===== config.mk =====
export PLATFORM = sky130hd
export DESIGN_NAME = irq_event_bank
export DESIGN_NICKNAME = d
export VERILOG_FILES = /design/src/rtl/irq_bank_pkg.sv /design/src/rtl/irq_status_reg.sv /design/src/rtl/irq_mask_reg.sv /design/src/rtl/irq_combine.sv /design/src/rtl/irq_event_bank.sv
export SDC_FILE = /design/constraint.sdc
export NUM_CORES = 1
export LEC_CHECK = 0
export ABC_CLOCK_PERIOD_IN_PS = 4350
export BUFFER_PORTS_ARGS = -buffer_cell sky130_fd_sc_hd__buf_4
export CELL_PAD_IN_SITES_DETAIL_PLACEMENT = 2
export CELL_PAD_IN_SITES_GLOBAL_PLACEMENT = 2
export CORE_MARGIN = 2
export CORE_UTILIZATION = 27
export CTS_CLUSTER_SIZE = 25
export DETAILED_ROUTE_END_ITERATION = 8
export GPL_ROUTABILITY_DRIVEN = 0
export PLACE_DENSITY = 0.78
export SLEW_MARGIN = 20
export SYNTH_ARGS = -nofsm -noshare
export SYNTH_HDL_FRONTEND = slang
export SYNTH_SLANG_ARGS = --single-unit

===== constraint.sdc =====
create_clock -name clk -period 4.35 [get_ports clk]
set_input_delay 0.87 -clock clk [delete_from_list [all_inputs] [get_ports clk]]
set_output_delay 0.87 -clock clk [all_outputs]
set_load 0.02 [all_outputs]

===== src/rtl/irq_bank_pkg.sv =====
package irq_bank_pkg;

    localparam int unsigned SRC_W = 10;

    localparam int unsigned B_DONE   = 0;
    localparam int unsigned B_THRESH = 1;
    localparam int unsigned B_NACK   = 2;
    localparam int unsigned B_TMO    = 3;
    localparam int unsigned B_SLVRDY = 4;
    localparam int unsigned B_RXOVR  = 5;
    localparam int unsigned B_TXOVR  = 6;
    localparam int unsigned B_RXUND  = 7;
    localparam int unsigned B_RSVD   = 8;
    localparam int unsigned B_ARBLST = 9;

    typedef logic [SRC_W-1:0] src_vec_t;

    localparam src_vec_t VALID_BITS = ~(src_vec_t'(1) << B_RSVD);

    localparam src_vec_t ERR_BITS = (src_vec_t'(1) << B_NACK)
                                  | (src_vec_t'(1) << B_RXOVR)
                                  | (src_vec_t'(1) << B_TXOVR)
                                  | (src_vec_t'(1) << B_RXUND)
                                  | (src_vec_t'(1) << B_ARBLST);

    typedef struct packed {
        src_vec_t bits;
    } vec_state_t;

endpackage


===== src/rtl/irq_status_reg.sv =====
module irq_status_reg
    import irq_bank_pkg::*;
(
    input  logic     clk,
    input  logic     rst_n,
    input  src_vec_t set_i,
    input  src_vec_t clr_i,
    output src_vec_t status_o
);

    vec_state_t st_d, st_q;

    always_comb begin
        st_d = st_q;
        // clear first, then set: an event in the same cycle survives
        st_d.bits = ((st_q.bits & ~clr_i) | set_i) & VALID_BITS;
    end

    always_ff @(posedge clk or negedge rst_n) begin
        if (!rst_n) st_q <= '0;
        else        st_q <= st_d;
    end

    assign status_o = st_q.bits;

    AST_EVT_CAPTURED: assert property (@(posedge clk) disable iff (!rst_n)
        (set_i != '0) |=> ((status_o & $past(set_i)) == $past(set_i)));

    AST_SET_BEATS_CLEAR: assert property (@(posedge clk) disable iff (!rst_n)
        ((set_i & clr_i) != '0) |=> ((status_o & $past(set_i & clr_i)) == $past(set_i & clr_i)));

    AST_W1C_DONE: assert property (@(posedge clk) disable iff (!rst_n)
        ((clr_i & ~set_i) != '0) |=> ((status_o & $past(clr_i & ~set_i)) == '0));

    AST_STICKY: assert property (@(posedge clk) disable iff (!rst_n)
        (clr_i == '0) |=> ((status_o & $past(status_o)) == $past(status_o)));

endmodule


===== src/rtl/irq_mask_reg.sv =====
module irq_mask_reg
    import irq_bank_pkg::*;
(
    input  logic     clk,
    input  logic     rst_n,
    input  src_vec_t unmask_i,
    input  src_vec_t mask_i,
    output src_vec_t mask_o
);

    vec_state_t mk_d, mk_q;

    always_comb begin
        mk_d = mk_q;
        mk_d.bits = ((mk_q.bits & ~unmask_i) | mask_i) & VALID_BITS;
    end

    always_ff @(posedge clk or negedge rst_n) begin
        if (!rst_n) mk_q.bits <= VALID_BITS;
        else        mk_q      <= mk_d;
    end

    assign mask_o = mk_q.bits;

    AST_UNMASK_APPLIED: assert property (@(posedge clk) disable iff (!rst_n)
        (unmask_i != '0 && mask_i == '0) |=> ((mask_o & $past(unmask_i)) == '0));

    AST_MASK_APPLIED: assert property (@(posedge clk) disable iff (!rst_n)
        (mask_i != '0) |=> ((mask_o & $past(mask_i & VALID_BITS)) == $past(mask_i & VALID_BITS)));

    AST_MASK_HOLDS: assert property (@(posedge clk) disable iff (!rst_n)
        (unmask_i == '0 && mask_i == '0) |=> $stable(mask_o));

endmodule


===== src/rtl/irq_combine.sv =====
module irq_combine
    import irq_bank_pkg::*;
(
    input  src_vec_t status_i,
    input  src_vec_t mask_i,
    output logic     irq_o,
    output logic     err_o
);

    src_vec_t pending;

    for (genvar b = 0; b < SRC_W; b++) begin : g_pend
        assign pending[b] = status_i[b] & ~mask_i[b];
    end

    always_comb begin
        irq_o = |pending;
        err_o = |(pending & ERR_BITS);
    end

endmodule


===== src/rtl/irq_event_bank.sv =====
module irq_event_bank
    import irq_bank_pkg::*;
#(
    parameter int unsigned ADDR_W     = 8,
    parameter int unsigned OFS_STATUS = 8'h10,
    parameter int unsigned OFS_MASK   = 8'h20,
    parameter int unsigned OFS_UNMASK = 8'h24,
    parameter int unsigned OFS_DOMASK = 8'h28
) (
    input  logic              clk,
    input  logic              rst_n,
    input  logic [SRC_W-1:0]  evt_i,
    input  logic [ADDR_W-1:0] reg_addr,
    input  logic              reg_wr,
    input  logic [SRC_W-1:0]  reg_wdata,
    output logic [SRC_W-1:0]  reg_rdata,
    output logic              irq_o,
    output logic              err_o
);

    localparam logic [ADDR_W-1:0] A_STATUS = ADDR_W'(OFS_STATUS);
    localparam logic [ADDR_W-1:0] A_MASK   = ADDR_W'(OFS_MASK);
    localparam logic [ADDR_W-1:0] A_UNMASK = ADDR_W'(OFS_UNMASK);
    localparam logic [ADDR_W-1:0] A_DOMASK = ADDR_W'(OFS_DOMASK);

    src_vec_t set_vec, clr_vec, unmask_vec, domask_vec;
    src_vec_t status_q, mask_q;

    always_comb begin
        set_vec    = evt_i & VALID_BITS;
        clr_vec    = '0;
        unmask_vec = '0;
        domask_vec = '0;
        if (reg_wr) begin
            unique case (reg_addr)
                A_STATUS: clr_vec    = reg_wdata & VALID_BITS;
                A_UNMASK: unmask_vec = reg_wdata & VALID_BITS;
                A_DOMASK: domask_vec = reg_wdata & VALID_BITS;
                default:  ;
            endcase
        end
    end

    irq_status_reg u_status (
        .clk      (clk),
        .rst_n    (rst_n),
        .set_i    (set_vec),
        .clr_i    (clr_vec),
        .status_o (status_q)
    );

    irq_mask_reg u_mask (
        .clk      (clk),
        .rst_n    (rst_n),
        .unmask_i (unmask_vec),
        .mask_i   (domask_vec),
        .mask_o   (mask_q)
    );

    irq_combine u_comb (
        .status_i (status_q),
        .mask_i   (mask_q),
        .irq_o    (irq_o),
        .err_o    (err_o)
    );

    always_comb begin
        unique case (reg_addr)
            A_STATUS: reg_rdata = status_q;
            A_MASK:   reg_rdata = mask_q;
            default:  reg_rdata = '0;
        endcase
    end

    AST_ERR_IMPLIES_IRQ: assert property (@(posedge clk) disable iff (!rst_n)
        err_o |-> irq_o);

    AST_EVT_UNMASKED_RAISES: assert property (@(posedge clk) disable iff (!rst_n)
        ((set_vec & ~mask_q & ~domask_vec) != '0) |=> irq_o);

endmodule


==> flow_summary.ini <==
[placement]
dp_hpwl_um = 2500
port_buffers = 39

[run]
drv_cap = 0

[critical_path]
crit_slowest_cell = dfstp_2
path_class = flip-flop to primary output
reg2reg_slack_ns = 3.54
arrival_ns = 2.15
cp_max_fo = 3
end_kind = primary output
startpoint_type = flip-flop
required_ns = 3.48
reg2regPathDepth = 2
path_cells = inv_1 > a222oi_1 > o221ai_1 > or3_1 > buf_4
slowest_delay_ns = 0.56

[cts]
postCtsHoldBufs = 0
clock_sinks = 18
cts-resized-gates = 0
cts_setup_buffers = 0
clock_path_buffers = 2
clock_latency_ns = 0.29
ctsRootBufferMaster = clkbuf_4
htreeDepth = 1
cts_tree = built
clk_pin_slew_ns = 0.11
cts_buffers = 3

[timing]
period_needed_ns = 3.02
finClkSkew_ns = 0
setup-violations-final = 0
rsz0062_at_grt = no
worstMarginPinSlew_ns = 0.734
setup-tns-final_ns = 0
slew-limit-headroom_pct = 50.9
finalHoldViolCount = 0
slew_viol_final = 0
period_share_pct = 69.4
fmax_ghz = 0.331

[floorplan]
die_area_sq_um = 4070
num_rows = 21
die_w_um = 63.8
coreArea_sq_um = 3390
num_io_pins = 43
fp.dieH_um = 63.8
start_util_pct = 28.5

[synthesis]
synth_top_family_by_area = compound AO/OA/AOI/OAI gates
syn_area_per_cell_sq_um = 9.03
ys.warnings.count = 0
synth_compound_area_share_pct = 24.2
synthesis.nets = 138
synth.area.mux_share_pct = 0
synth_xor_xnor_area_share_pct = 0
ys_seq_area_share_pct = 47.8
synth_cells = 107
syn_area_sq_um = 966
synth_cell_types = 22
ys_seq_elements = 18
synthFlopType = dfstp_2
synth_edf_count = 0
synthArstFlopShare_pct = 100
yosys.area_share.simple_pct = 21.9
synthAdderAreaFrac_pct = 0

[cells_and_area]
drive_gt1_share_pct = 38.8
final_core_util_pct = 39.7
area_growth_pct = 39.2
diodes = 0
nets = 179

[hold_path]
hp-class = primary input to async pin

[outcome]
status = complete, no violations

[global_routing]
grt_pass1_wl_um = 5530
grt_max_degree = 19
grt_overflow = 0
grt_pass1_vias = 1120
antenna_found_initial = 0
grt.total_usage_pct = 17.8

[power]
peakVddDrop_v = 0.0000924
p_leak_nw = 0.563
power-per-cell-area_nw_per_um2 = 246

[detailed_routing]
vias_per_cell = 5.01
vias = 967
wl_um = 3310
drc = 0
first_pass_iters = 6
antenna_left = 0
wire_per_inst_um = 17.2
drtIter0Drc = 36
[area by class of cell]
type,count,area [sq um]
well taps,46,57.6
clock buffers,4,36.3
flip-flops and latches,18,462
multi-input cells,76,455
fillers,403,2040
inverters,9,33.8
repair buffers,40,300
[power by group]
group	internal [mW]	switching (mW)	leakage, nW
sequential	0.175	0.00344	0.172
combinational	0.0240	0.0219	0.370
clock	0.0510	0.0563	0.0210
total	0.250	0.0817	0.563
[layer usage]
layer / part of all wire (%) / vias to the layer above / wire length (um) / track usage (%)
li1: - / 454 / - / -
met1: 43 / 482 / 1430 / 21.7
met2: 52 / 27 / 1720 / 32.2
met3: 3.9 / 4 / 129 / 2.82
met4: 0.91 / 0 / 30 / 4.89
met5: 0 / - / 0 / 0
[synth_stat cells, types with 2 or more instances]
cell / number / area, sq um
dfstp_2: 9 / 236
nand2_1: 9 / 33.8
nor2_1: 10 / 37.5
nand2b_1: 9 / 56.3
inv_1: 9 / 33.8
o21ai_1: 27 / 135
buf_2: 2 / 10.0
dfrtp_1: 9 / 225
o22ai_1: 2 / 12.5
a22oi_1: 9 / 67.6
[kinds of logic after synthesis]
logic type / count (synthesis)
buffers and inverters: 13
other: 1
AOI/OAI and AO/OA: 40
DFF: 18
and+or+nand+nor: 35
[worst paths after layout]
check | start | endpoint
max | u_mask.mask_o[6]$_DFF_PN1_ | irq_o
min | rst_n | u_status.status_o[5]$_DFF_PN0_
max reg2reg | u_mask.mask_o[0]$_DFF_PN1_ | u_mask.mask_o[0]$_DFF_PN1_
min reg2reg | u_mask.mask_o[2]$_DFF_PN1_ | u_mask.mask_o[2]$_DFF_PN1_
max in group asynchronous | rst_n | u_mask.mask_o[6]$_DFF_PN1_
min in group clk | u_mask.mask_o[2]$_DFF_PN1_ | u_mask.mask_o[2]$_DFF_PN1_
[critical path: cells and delay by family, from the launching register on]
kind,cells,cell delay (ns)
DFF,1,0.56
AOI/OAI and AO/OA,2,0.67
buffers and inverters,2,0.21
and+or+nand+nor,1,0.42
[flip-flops by register name, indices dropped and copies added, names as in the netlist]
| register | count |
|---|---|
| u_status.status_o | 9 |
| u_mask.mask_o | 9 |
[cells in the final DEF (no fill, tap or decap), types with 2 or more instances in the layout]
cell type,synthesis,final
a22oi_1,9,9
buf_4,1,40
clkbuf_4,0,3
dfrtp_1,9,9
dfstp_2,9,9
inv_1,9,9
nand2_1,9,9
nand2b_1,9,9
nor2_1,10,10
o21ai_1,27,27
o22ai_1,2,2
[stage by stage]
stage | cells | worst slack, ns | power, mW | area, sq um | hold WS, ns
4_1_cts | 193 | 1.32 | 0.337 | 1350 | 0.418
3_5_place_dp | 189 | 1.32 | 0.228 | 1310 | 0.496
5_1_grt | 193 | 1.22 | 0.348 | 1350 | 0.417
6_report | 193 | 1.33 | 0.331 | 1350 | 0.419
2_1_floorplan | 107 | 1.62 | 0.197 | 966 | 0.473
3_3_place_gp | 189 | 1.35 | 0.225 | 1310 | 0.484
No activity file was read; power rests on OpenSTA's default activity.
